===== src/rtl/cache2w_pkg.sv =====
package cache2w_pkg;

  localparam int unsigned NUM_WAYS = 2;

  typedef struct packed {
    logic capture;      // latch a missing request and its victim
    logic hitUpdate;    // touch the hitting way (and write it)
    logic fillInstall;  // write the returned block into the victim
  } ctrlStrobe_t;

  typedef enum logic {
    CTRL_IDLE = 1'b0,
    CTRL_FILL = 1'b1
  } ctrlState_t;

endpackage


===== src/rtl/cache2w_datapath.sv =====
module cache2w_datapath
  import cache2w_pkg::*;
#(
  parameter int unsigned BLK_ADDR_W = 10,
  parameter int unsigned SETS       = 16,
  parameter int unsigned DATA_W     = 32
) (
  input  logic                  clk,
  input  logic                  rstN,
  input  ctrlStrobe_t           strobe,
  input  logic                  reqWrite,
  input  logic [BLK_ADDR_W-1:0] reqAddr,
  input  logic [DATA_W-1:0]     reqWdata,
  input  logic [DATA_W-1:0]     fillData,
  output logic                  hit,
  output logic                  hitWay,
  output logic [DATA_W-1:0]     rdata,
  output logic [BLK_ADDR_W-1:0] pendAddr
);

  localparam int unsigned SET_W = $clog2(SETS);
  localparam int unsigned TAG_W = BLK_ADDR_W - SET_W;

  // storage
  logic [TAG_W-1:0]  tagQ   [NUM_WAYS][SETS];
  logic [DATA_W-1:0] dataQ  [NUM_WAYS][SETS];
  logic              validQ [NUM_WAYS][SETS];
  logic              lruQ   [SETS];            // index of least recently used way

  // request decode
  logic [SET_W-1:0] setIdx;
  logic [TAG_W-1:0] reqTag;
  assign setIdx = reqAddr[SET_W-1:0];
  assign reqTag = reqAddr[BLK_ADDR_W-1:SET_W];

  // parallel compare, one comparator per way
  logic [NUM_WAYS-1:0] wayHit;
  logic [NUM_WAYS-1:0] wayValid;
  logic [DATA_W-1:0]   wayData [NUM_WAYS];

  for (genvar w = 0; w < NUM_WAYS; w++) begin : g_way
    assign wayValid[w] = validQ[w][setIdx];
    assign wayHit[w]   = wayValid[w] && (tagQ[w][setIdx] == reqTag);
    assign wayData[w]  = dataQ[w][setIdx];
  end

  assign hit    = |wayHit;
  assign hitWay = wayHit[1];
  assign rdata  = wayData[hitWay];

  // victim: empty way first (lowest index), else least recently used
  logic victimWay;
  always_comb begin
    if (!wayValid[0])      victimWay = 1'b0;
    else if (!wayValid[1]) victimWay = 1'b1;
    else                   victimWay = lruQ[setIdx];
  end

  // pending miss record
  logic              pendWrite;
  logic [DATA_W-1:0] pendWdata;
  logic              pendVictim;
  logic [SET_W-1:0]  pendSet;
  logic [TAG_W-1:0]  pendTag;

  assign pendSet = pendAddr[SET_W-1:0];
  assign pendTag = pendAddr[BLK_ADDR_W-1:SET_W];

  always_ff @(posedge clk) begin
    if (!rstN) begin
      pendAddr   <= '0;
      pendWrite  <= 1'b0;
      pendWdata  <= '0;
      pendVictim <= 1'b0;
    end else if (strobe.capture) begin
      pendAddr   <= reqAddr;
      pendWrite  <= reqWrite;
      pendWdata  <= reqWdata;
      pendVictim <= victimWay;
    end
  end

  // valid and recency state
  always_ff @(posedge clk) begin
    if (!rstN) begin
      for (int s = 0; s < SETS; s++) begin
        lruQ[s] <= 1'b0;
        for (int w = 0; w < NUM_WAYS; w++) validQ[w][s] <= 1'b0;
      end
    end else if (strobe.hitUpdate) begin
      lruQ[setIdx] <= ~hitWay;
    end else if (strobe.fillInstall) begin
      validQ[pendVictim][pendSet] <= 1'b1;
      lruQ[pendSet]               <= ~pendVictim;
    end
  end

  // tag and data arrays
  always_ff @(posedge clk) begin
    if (strobe.hitUpdate && reqWrite) begin
      dataQ[hitWay][setIdx] <= reqWdata;
    end else if (strobe.fillInstall) begin
      tagQ[pendVictim][pendSet]  <= pendTag;
      dataQ[pendVictim][pendSet] <= pendWrite ? pendWdata : fillData;
    end
  end

endmodule


===== src/rtl/cache2w_control.sv =====
module cache2w_control
  import cache2w_pkg::*;
(
  input  logic        clk,
  input  logic        rstN,
  input  logic        reqValid,
  input  logic        hit,
  input  logic        fillValid,
  output logic        reqReady,
  output logic        accept,
  output logic        fillReq,
  output ctrlStrobe_t strobe
);

  ctrlState_t stateQ, stateD;

  assign reqReady = (stateQ == CTRL_IDLE);
  assign fillReq  = (stateQ == CTRL_FILL);
  assign accept   = reqValid && reqReady;

  always_comb begin
    strobe             = '0;
    strobe.hitUpdate   = accept && hit;
    strobe.capture     = accept && !hit;
    strobe.fillInstall = fillReq && fillValid;
  end

  always_comb begin
    stateD = stateQ;
    unique case (stateQ)
      CTRL_IDLE: if (strobe.capture)     stateD = CTRL_FILL;
      CTRL_FILL: if (strobe.fillInstall) stateD = CTRL_IDLE;
      default:                           stateD = CTRL_IDLE;
    endcase
  end

  always_ff @(posedge clk) begin
    if (!rstN) stateQ <= CTRL_IDLE;
    else       stateQ <= stateD;
  end

endmodule


===== src/rtl/cache2w.sv =====
module cache2w
  import cache2w_pkg::*;
#(
  parameter int unsigned BLK_ADDR_W = 10,
  parameter int unsigned SETS       = 16,
  parameter int unsigned DATA_W     = 32
) (
  input  logic                  clk,
  input  logic                  rstN,
  input  logic                  reqValid,
  input  logic                  reqWrite,
  input  logic [BLK_ADDR_W-1:0] reqAddr,
  input  logic [DATA_W-1:0]     reqWdata,
  output logic                  reqReady,
  output logic                  respHit,
  output logic                  respHitWay,
  output logic [DATA_W-1:0]     respRdata,
  output logic                  fillReq,
  output logic [BLK_ADDR_W-1:0] fillAddr,
  input  logic                  fillValid,
  input  logic [DATA_W-1:0]     fillData
);

  ctrlStrobe_t strobe;
  logic        lookupHit;
  logic        accept;

  cache2w_control u_ctrl (
    .clk       (clk),
    .rstN      (rstN),
    .reqValid  (reqValid),
    .hit       (lookupHit),
    .fillValid (fillValid),
    .reqReady  (reqReady),
    .accept    (accept),
    .fillReq   (fillReq),
    .strobe    (strobe)
  );

  cache2w_datapath #(
    .BLK_ADDR_W (BLK_ADDR_W),
    .SETS       (SETS),
    .DATA_W     (DATA_W)
  ) u_dp (
    .clk      (clk),
    .rstN     (rstN),
    .strobe   (strobe),
    .reqWrite (reqWrite),
    .reqAddr  (reqAddr),
    .reqWdata (reqWdata),
    .fillData (fillData),
    .hit      (lookupHit),
    .hitWay   (respHitWay),
    .rdata    (respRdata),
    .pendAddr (fillAddr)
  );

  assign respHit = accept && lookupHit;

endmodule


===== config.mk =====
export PLATFORM = sky130hd
export DESIGN_NAME = cache2w
export DESIGN_NICKNAME = d
export VERILOG_FILES = /design/src/rtl/cache2w_pkg.sv /design/src/rtl/cache2w_datapath.sv /design/src/rtl/cache2w_control.sv /design/src/rtl/cache2w.sv
export SDC_FILE = /design/constraint.sdc
export NUM_CORES = 1
export LEC_CHECK = 0
export BUFFER_PORTS_ARGS = -buffer_cell sky130_fd_sc_hd__buf_2
export CAP_MARGIN = 20
export CORE_UTILIZATION = 39
export CTS_CLUSTER_DIAMETER = 150
export CTS_CLUSTER_SIZE = 12
export DETAILED_ROUTE_END_ITERATION = 8
export GPL_ROUTABILITY_DRIVEN = 0
export SLEW_MARGIN = 10
export SYNTH_ARGS = -nofsm -noshare
export SYNTH_HDL_FRONTEND = slang
export SYNTH_SLANG_ARGS = --single-unit

===== constraint.sdc =====
create_clock -name clk -period 7.5 [get_ports clk]
set_clock_uncertainty 0.15 [all_clocks]
set_input_delay 0.75 -clock clk [delete_from_list [all_inputs] [get_ports clk]]
set_output_delay 0.75 -clock clk [all_outputs]
set_load 0.005 [all_outputs]

* Word-level counts from Yosys, hierarchy flattened
Memories as Yosys holds them, arrays and structs flattened.
Index checks and enable logic that the tools add are counted.
** Storage, ports and cells
- Memories kept :: 4
- Bits in writable memories :: 1264
- Register bits after elaboration :: 45
- Bits of input ports :: 79
** Cells by class
- Order comparisons :: 5
- Multiplexer cells :: 61
- Equal/unequal tests :: 2
- Bitwise gates (word level) :: 6
- Reduce and logical (&&, ||, !) cells :: 15
** Memory list
- u_dp.dataQ :: words 2, bits a word 512, read ports 2, clocked after memory_dff 0, write ports 1, line cache2w_datapath.sv:26 : logic [DATA_W-1:0] dataQ [NUM_WAYS][SETS];
- u_dp.tagQ :: words 2, bits a word 96, read ports 2, clocked after memory_dff 0, write ports 1, line cache2w_datapath.sv:25 : logic [TAG_W-1:0] tagQ [NUM_WAYS][SETS];
- u_dp.validQ :: words 2, bits a word 16, read ports 2, clocked after memory_dff 0, write ports 2, line cache2w_datapath.sv:27 : logic validQ [NUM_WAYS][SETS];
- u_dp.lruQ :: words 16, bits a word 1, read ports 1, clocked after memory_dff 0, write ports 16, line cache2w_datapath.sv:28 : logic lruQ [SETS];
** Operators with widths (count)
- $mux 512 :: 4
- $reduce_or 512->1 :: 1
- $mux 32 :: 10
- $bmux 32 s4 :: 2
- $demux 32 s4 :: 2
- $mux 96 :: 1
- $bmux 6 s4 :: 2
- $mux 16 :: 3
- $mux 6 :: 5
- $mux 1 :: 25
- $demux 6 s4 :: 1
- $reduce_or 16->1 :: 1
- $eq 6x6->1 :: 2
- $ge 5x5->1 const B :: 2
- $lt 5x1->1 const B :: 2
- $not 4->5 :: 2
- $logic_and 1x1->1 :: 9
- $bmux 1 s4 :: 2
- $mux 4 :: 2
- $demux 1 s4 :: 1
- $not 1->1 :: 3
- $ge 2x2->1 const B :: 1
- $not 1->2 :: 1
- $pmux 1 s2 :: 1
- 3 further kinds :: 4

* Logic depth before layout (Yosys ltp)
Gate-level depths: netlist (run 1).
- Depth in word-level cells :: 14
- Depth in mapped cells :: 16
- Depth with buffers taken out :: 10

* By module
Synthesis (run 1) repeated with hierarchy kept, for this count alone.
** Second synthesis, totals
- Cell total of the unflattened synthesis :: 2416
- Area total of the unflattened synthesis :: 51429.3 um^2
** Modules (own cells, without submodules)
- cache2w_datapath :: sequential area each 38356.8 um^2, area an instance 51354.3 um^2, cells each 2407, times used 1
- cache2w_control :: sequential area each 20.0 um^2, area an instance 68.8 um^2, cells each 8, times used 1
- cache2w :: sequential area each 0.0 um^2, area an instance 6.3 um^2, cells each 1, times used 1

* Worst setup path before layout (run 1)
No wires, ideal clock.
- Path kind :: in2reg
- Start :: input reqAddr[3]
- End :: memory u_dp.dataQ[0][128] (netlist bit) (enable)
- Slack :: 1.797 ns
- Library setup time :: 0.432 ns
- Arrival :: 5.121 ns
- Stages :: 13
- Data required time :: 6.918 ns
- Buffers on the path :: 5
- Path through :: buf_2 > buf_1 > clkbuf_1 > mux4_2 > mux4_2 > xnor2_1 > o2111ai_1 > nor3_2 > o21ba_1 > buf_4 > buf_6 > nand4_1 > a21oi_1
** Between the ends
- Longest elaborated chain between the ends :: 13
- Elaborated cells on any way between the ends :: 32
- Those cells by class :: order compare: 2; eq/ne: 2; mux: 20; bitwise: 1; reduce/logical: 7
** Ends and longest elaborated chain
- start, declared :: line cache2w.sv:12 : input logic [BLK_ADDR_W-1:0] reqAddr,
- $not 4->5 (implied by the code) (*) :: line cache2w_datapath.sv:42, cache2w_datapath.sv:43
- $bmux 6 s4 :: line cache2w_datapath.sv:43 : assign wayHit[w] = wayValid[w] && (tagQ[w][setIdx] == reqTag);
- $mux 6 (implied by the code) (2 in series) :: line cache2w_datapath.sv:43
- $eq 6x6->1 :: line cache2w_datapath.sv:43
- $logic_and 1x1->1 :: line cache2w_datapath.sv:43
- $reduce_or 2->1 (*) :: line cache2w_datapath.sv:47 : assign hit = |wayHit;
- $logic_and 1x1->1 (*)
- via respHit :: line cache2w.sv:15 : output logic respHit,
- $logic_and 1x1->1 (*) :: line cache2w_datapath.sv:100 : if (strobe.hitUpdate && reqWrite) begin
- $mux 1 :: line cache2w_datapath.sv:100
- $mux 512 :: line cache2w_datapath.sv:104 : dataQ[pendVictim][pendSet] <= pendWrite ? pendWdata : fillData;
- $reduce_or 512->1 (no source line)
- $mux 1 (no source line) / $mux 512 (equally long branches)
- end, declared :: line cache2w_datapath.sv:26
The timed path passes the listed nets; every way through them passes the cells marked *. The select of a mux whose other input is x is not followed.

* Final worst setup path (run 1)
- Start :: input reqAddr[0]
- End :: output respRdata[30]
** Between the ends
- Longest elaborated chain between the ends :: 10
- Elaborated cells on any way between the ends :: 19
- Those cells by class :: eq/ne: 1; mux: 15; bitwise: 2; reduce/logical: 1
** Ends and longest elaborated chain
- $not 4->5 (implied by the code) (*) :: line cache2w_datapath.sv:42, cache2w_datapath.sv:43, cache2w_datapath.sv:44
- $bmux 6 s4 :: line cache2w_datapath.sv:43
- $mux 6 (implied by the code) (2 in series) :: line cache2w_datapath.sv:43
- $eq 6x6->1 :: line cache2w_datapath.sv:43
- $logic_and 1x1->1 :: line cache2w_datapath.sv:43
- $not 1->2 (implied by the code) :: line cache2w_datapath.sv:49 : assign rdata = wayData[hitWay];
- $mux 32 (implied by the code) (*) (3 in series) :: line cache2w_datapath.sv:49
- end, declared :: line cache2w.sv:17 : output logic [DATA_W-1:0] respRdata,
Mark *: on every way between the ends. The rest lies on a longest branch, timed or not. The select of a mux whose other input is x is not followed.

==> results by group, run 1 <==
Clock network
  – Reg clk slew, reported paths: 0.06 ns
  – Cts repair resizes: 0
  – CTS tree: yes
  – Max H-tree Level: 3
  – # hold bufs at CTS: 0
  – Worst skew pair latency: 0.73 ns
  – Root buf cell: clkbuf_16
  – Num CTS Buffers: 119
  – CTS Buffer Depth: 3
  – Clock Sinks: 1,309
  – Post-CTS Setup Bufs: 0

Detailed routing
  – First-pass DRT Iterations: 5
  – Detailed-route wire length: 124,000 um
  – Antenna-violating nets left: 0
  – DR DRC count: 0
  – Initial DRC count: 2,775
  – Avg Vias per Cell: 5.57
  – Vias: 24,900
  – Wire per inst: 27.6 um

GRT
  – Largest net degree at the start of global routing: 149
  – GRT Residual Overflow: 0
  – GRT Overall Usage: 18.7%
  – Vias in the first global route: 25,700
  – First-pass GRT wire length: 181,000 um
  – Initial antenna violation count: 4

Setup path
  – Worst Path Class, Setup: in -> out
  – Crit path DAT: 4.69 ns
  – CP Capture Type: output pin
  – Critical path launch point type: input pin
  – Req. time, crit path: 6.60 ns
  – CP max FO: 97

Worst hold path
  – Hold Path Class: in -> reg

Logic synthesis
  – Synth Area per Inst: 20.9 sq um
  – Synth cell types: 46
  – Yosys warnings: 0
  – Register area share after synthesis: 74.6%
  – EDFF count, synth: 1,216
  – Post-synthesis cell area: 51,400 sq um
  – Leading area contributor after synthesis: edfxtp_1
  – Synth top area share: 71.0%
  – Top cells by area, synth: edfxtp_1 (71%), mux4_2 (16%), dfxtp_1 (3.6%)
  – Post-synthesis instance total: 2,465
  – Post-synth ARST share: 0%
  – Number of synthesized register bits: 1,309
  – Syn_nets: 2,544
  – Most used flip-flop cell after synthesis: edfxtp_1

Pwr
  – Leak: 18.1 nW
  – Max VDD drop: 0.232 mV
  – PwrDens: 250 nW/um^2

Floorplanning
  – Top-level port count: 125
  – Row count: 132
  – Die area: 133,000 sq um
  – Core area: 130,000 sq um
  – Overall die height: 365 um
  – Die Span X: 365 um
  – Initial core utilization: 39.5%

Layout
  – Commonest non-fill, non-tap cell in the layout: edfxtp_1
  – Layout cells sized above 1: 28.6%
  – Count of non-filler cells in the finished layout: 4,480
  – Fin nets: 2,710
  – Area Overhead vs Synth: 13.5%
  – Fillers: 11,000
  – Most frequent cells in the layout: edfxtp_1 (1,216), mux4_2 (369), nand2_1 (139)

Timing
  – Slew Limit Headroom: 29.5%
  – Final Max Tran Viols: 0
  – Final Hold Viols: 0
  – Fin crit period: 5.59 ns
  – RSZ-0062 raised after global routing: false
  – Final Setup Violations: 0
  – Max frequency: 0.179 GHz
  – Final worst-path setup slack: 1.91 ns
  – TNS Setup: 0 ns
  – Worst slew pin tran: 1.06 ns
  – Final period util: 74.6%

Job
  – MaxCap Viol Count: 0

Placement
  – Placement Setup Slack: 1.33 ns
  – Port bufs: 124
  – Inst Count DP: 4,251
  – HPWL Detailed: 74,100 um

Run status
  – Run status: finished clean
==> flip-flops by register name, summed over array words and instances (netlist names) <==
register and flops:
u_dp.pendAddr 10, u_dp.lruQ 16, u_dp.pendVictim 1, u_dp.pendWrite 1, u_dp.tagQ 192, u_dp.pendWdata 32, u_ctrl.fillReq 1, u_dp.validQ 32
u_dp.dataQ 1024
==> cell usage after synthesis (8+ instances only) <==
cell      number
a21oi_1       80
nor2_1        75
buf_2         37
nand2_1      139
mux2i_1      118
a22o_1        29
buf_1         16
nand4_1       16
clkbuf_1      84
nand3_1       15
o22ai_1        9
nor2b_1       55
mux2_2        18
mux4_2       369
dfxtp_1       93
a221oi_1       8
edfxtp_1    1216
xnor2_1       13
==> final cells by class <==
type | instances | area (sq um) | share of cell area, %
flip-flops and latches | 1309 | 38400 | 65.8
multi-input cells | 1000 | 12900 | 22.2
clock buffers | 218 | 3370 | 5.78
well taps | 1742 | 2180 | 3.74
repair buffers | 197 | 1320 | 2.26
clock inverters | 8 | 145 | 0.249
inverters | 4 | 15.0 | 0.0257
diodes | 2 | 5.00 | 0.00858
==> critical path: stages <==
cell and delay [ns]:
buf_8 0.48, buf_12 0.55, mux4_2 0.60, mux4_2 0.52, o211ai_1 0.13, or4_2 0.20, buf_4 0.50, nand2_1 0.23
nand2_1 0.34, buf_2 0.19
==> stage by stage <==
step           power [mW]  utilization [%]  hold slack, ns  instance area [sq um]
3_3_place_gp         9.11             42.1           0.293                  54800
6_report             14.6             44.8           0.155                  58300
2_1_floorplan        8.78                -           0.282                  51400
5_1_grt              15.1             44.8           0.128                  58300
4_1_cts              14.7             44.8          0.0999                  58300
3_5_place_dp         9.14             42.1           0.299                  54800
==> per-layer routing <==
metal  vias to the layer above  track usage, %  routed length, um
li1                      10500               -                  -
met5                         -               0                  0
met3                       158            3.48               9090
met2                       918            30.1              60000
met1                     13400            26.7              52500
met4                         0            4.12               2190
==> path summary, 6_finish.rpt <==
kind | start | to | slack [ns] | cells after the start
max | reqAddr[0] | respRdata[30] | 1.91 | 10
min | reqWdata[10] | u_dp.pendWdata[10] | 0.16 | 3
max reg2reg | u_dp.tagQ[1][41] | u_dp.dataQ[0][142] | 2.54 | 10
min reg2reg | u_dp.validQ[0][0] | u_dp.validQ[0][0] | 0.32 | 1
==> power by group <==
part | total (mW) | leakage, nW | switching (mW) | internal [mW]
clock | 5.64 | 1.65 | 2.62 | 3.02
combinational | 0.878 | 4.83 | 0.547 | 0.331
sequential | 8.09 | 11.6 | 0.0252 | 8.07
total | 14.6 | 18.1 | 3.19 | 11.4
==> kinds of logic (layout without fill, tap and decap cells) <==
| family | Yosys count | after routing | share of synthesized area (%) |
|---|---|---|---|
| compound gates | 148 | 148 | 1.85 |
| xor+xnor | 17 | 17 | 0.290 |
| buf+inv | 156 | 427 | 1.42 |
| flops | 1309 | 1309 | 74.6 |
| mux | 505 | 505 | 18.9 |
| other cells | 0 | 2 | 0 |
| simple gates | 330 | 330 | 2.95 |
No activity file was read; power rests on OpenSTA's default activity.
==> run 2, diff against run 1 <==
Settings changed: ABC_AREA from default to 1.
Clock period 7.5 ns to 5.6 ns, I/O delays scaled along.
==> run 2 against run 1 <==
Net effect:
- clock power grew 31%
- synthesized cell count grew 61%
- combinational power up 67%
- sequential share of layout area barely moved
- register-to-register slack got worse by 0.84 ns
- synthesized area fell by 0.32%
- critical endpoint is now respRdata[11]
- highest routed layer is now met5
==> results by group, run 2 <==
Detailed routing
  – Wire per inst: 25.6 um (-7.4%)
  – Met3 wire len: 14,200 um (+56%)
  – DR DRC count: 0 (unchanged)
  – DRT met1 WL: 63,000 um (+20%)
  – Top sig layer: met5
  – Antenna-violating nets left: 0 (unchanged)
  – First-pass DRT Iterations: 8 (+3)
  – Avg Vias per Cell: 5.75 (+3.2%)
  – Met2 wire len: 70,200 um (+17%)
  – Vias: 34,100 (+37%)
  – Initial DRC count: 4,021 (+45%)
  – Detailed-route wire length: 152,000 um (+22%)

Logic synthesis
  – Synth Area per Inst: 12.9 sq um (-38%)
  – Post-synthesis cell area: 51,300 sq um (-0.32%)
  – Adder-cell share of the synthesized area: 0% (unchanged)
  – Post-synthesis mux area share: 0% (-19 points)
  – Register area share after synthesis: 74.9% (+0.24 points)
  – Synth Area in XOR/XNOR: 0% (-0.29 points)
  – Largest family of logic cells by synthesized area: simple AND/OR/NAND/NOR gates
  – Synth top area share: 71.2% (+0.23 points)
  – Top cells by area, synth: edfxtp_1 (71%), nand2_1 (6.7%), a22oi_1 (3.8%)
  – Syn_nets: 4,050 (+59%)
  – Yosys warnings: 0 (unchanged)
  – Cell with the most instances after synthesis: edfxtp_1
  – Compound-cell area share of the yosys netlist: 9.64% (+7.8 points)
  – EDFF count, synth: 1,216 (unchanged)
  – Post-synthesis instance total: 3,971 (+61%)
  – Synth Area in Simple Gates: 12.5% (+9.6 points)
  – Post-synth ARST share: 0% (unchanged)
  – Number of synthesized register bits: 1,309 (unchanged)
  – Synth top cells by count: edfxtp_1 (1,216), nand2_1 (915), nand3_1 (313), a22oi_1 (260), a31oi_1 (260)
  – Leading area contributor after synthesis: edfxtp_1
  – Most used flip-flop cell after synthesis: edfxtp_1
  – Synth cell types: 32 (-30%)

GRT
  – GRT Residual Overflow: 0 (unchanged)
  – Largest net degree at the start of global routing: 170 (+14%)
  – Initial antenna violation count: 2 (-2)
  – Vias in the first global route: 31,500 (+23%)
  – First-pass GRT wire length: 218,000 um (+20%)
  – GRT Overall Usage: 22.4% (+3.6 points)

Setup path
  – Critical path launch point type: input pin
  – Crit path DAT: 4.46 ns (-0.23 ns)
  – Worst path bufs/invs: 6 (+2)
  – Most frequent CP cell: buf_12
  – CP cell instances: buf_8 -> inv_4 -> nor2_4 -> buf_12 -> buf_12 -> buf_4 -> nand2_1 -> a31oi_1 -> nor4_1 -> a21oi_1 -> buf_2
  – Worst path top cell family by delay: buffers and inverters
  – CP max FO: 138 (+42%)
  – CP Capture Type: output pin
  – Path depth of the worst reg2reg path: 18 (+8)
  – Max incr delay on CP: 0.67 ns (+0.07 ns)
  – Worst Path Class, Setup: in -> out
  – Req. time, crit path: 4.89 ns (-1.71 ns)
  – CP Depth: 11 (+1)
  – Highest-delay cell along the critical path: a31oi_1

Clock network
  – Max H-tree Level: 3 (unchanged)
  – CTS tree: yes
  – CTS Buffer Depth: 3 (unchanged)
  – Cts repair resizes: 0 (unchanged)
  – Reg clk slew, reported paths: 0.06 ns (about the same)
  – Post-CTS Setup Bufs: 0 (unchanged)
  – Root buf cell: clkbuf_16
  – Worst skew pair latency: 0.76 ns (+0.03 ns)
  – Clock Sinks: 1,309 (unchanged)
  – Num CTS Buffers: 119 (unchanged)

Layout
  – Top Registers: u_dp.dataQ x1024, u_dp.tagQ x192
  – Post-layout util: 44.9% (+0.070 points)
  – Layout cells sized above 1: 12.5% (-16 points)
  – Commonest non-fill, non-tap cell in the layout: edfxtp_1
  – ANT cells: 0 (-2)
  – Max reg flops: 1,024 (unchanged)
  – Most frequent cells in the layout: edfxtp_1 (1,216), nand2_1 (912), nand3_1 (313)
  – Fin nets: 4,208 (+55%)
  – Area Overhead vs Synth: 13.9%
  – Biggest register: u_dp.dataQ

Timing
  – TNS Setup: 0 ns (unchanged)
  – Slew Limit Headroom: 29.6% (+0.15 points)
  – RSZ-0062 raised after global routing: false
  – Final Max Tran Viols: 0 (unchanged)
  – Max frequency: 0.193 GHz
  – Final Setup Violations: 0 (unchanged)
  – Final Hold Viols: 0 (unchanged)
  – Worst slew pin tran: 1.06 ns (-0.00219 ns)
  – Final period util: 92.4%
  – Fin crit period: 5.17 ns

Worst hold path
  – Hold Path Cell Cnt: 3 (unchanged)
  – Hold Path Class: in -> reg

Floorplanning
  – Overall die height: 365 um (-0.16%)
  – Initial core utilization: 39.4% (-0.078 points)
  – Die Span X: 365 um (-0.16%)
  – Core area: 130,000 sq um (-0.13%)
  – Row count: 132 (unchanged)
  – Top-level port count: 125 (unchanged)
  – Die area: 133,000 sq um (-0.32%)

Placement
  – Port bufs: 124 (unchanged)
  – HPWL Detailed: 85,300 um (+15%)

Pwr
  – PwrDens: 340 nW/um^2 (+36%)
  – Overall Power: 19.9 mW (+36%)
  – Max VDD drop: 0.273 mV (+18%)
  – Leak: 19.3 nW (+6.6%)

Run status
  – Run status: finished clean

Job
  – MaxCap Viol Count: 0 (unchanged)
==> run 2: cell count changes in the layout (fill, tap and decap cells not counted), moves of 118 or more <==
cell     previous run  this run
a22oi_1             0       260
a31oi_1             0       260
mux2i_1           118         0
mux4_2            369         0
nand2_1           139       912
nand3_1            15       313
==> run 2: worst paths after layout <==
kind	start	end	slack [ns]
worst max-delay path	reqAddr[1]	respRdata[11]	0.43
worst min-delay path	reqAddr[8]	u_dp.pendAddr[8]	0.07
worst min register to register	u_dp.pendWdata[27]	u_dp.pendWdata[27]	0.30
worst max register to register	u_dp.validQ[1][1]	u_dp.dataQ[0][213]	1.70
==> run 2: layer usage <==
| metal | GRT usage [%] | up-vias |
|---|---|---|
| met5 | 0 | - |
| met1 | 31.4 | 17000 |
| met4 | 6.62 | 2 |
| met3 | 4.11 | 262 |
| li1 | - | 15000 |
| met2 | 35.3 | 1793 |
==> run 2: worst reg2reg max path, delay by kind of cell (launching register included) <==
kind                   cells  cell delay, ns
AOI/OAI and AO/OA          2            0.36
buffers and inverters      3            0.72
DFF                        1            0.31
and+or+nand+nor           13            2.00
==> run 2: logic make-up after synthesis <==
| kind of cell | after synthesis |
|---|---|
| flops | 1309 |
| simple gates | 1507 |
| compound gates | 786 |
| buf+inv | 369 |
==> run 2: repair_timing <==
| action | 4_1_cts | 5_1_grt |
|---|---|---|
| endpoints found under the setup margin | 0 | 0 |
| hold endpoints to repair | 37 | 0 |
| hold buffers | 37 | 0 |
==> run 2: where the power goes <==
group / internal (mW) / total [mW] / switching [mW]
clock network: 3.89 / 7.40 / 3.50
registers: 10.9 / 11.0 / 0.0549
logic: 0.361 / 1.47 / 1.10
==> run 2: final cells by class <==
| cell class | instances | area [sq um] |
|---|---|---|
| repair buffers | 304 | 2300 |
| well taps | 1742 | 2180 |
| fillers | 11700 | 71600 |
| inverters | 102 | 400 |
| clock buffers | 170 | 3170 |
| multi-input cells | 2293 | 11800 |
| flip-flops and latches | 1309 | 38400 |
| clock inverters | 7 | 150 |
==> run 2: stage by stage <==
step                      instances  setup WS (ns)  cell area, sq um  hold WS (ns)
after floorplan                3971           1.31             51300         0.275
after detailed placement       5711          0.615             54600         0.292
final                          5927          0.428             58400        0.0674
after global routing           5927          0.369             58400        0.0582
after global placement         5709          0.652             54600         0.285
after CTS                      5925          0.597             58300       0.00704
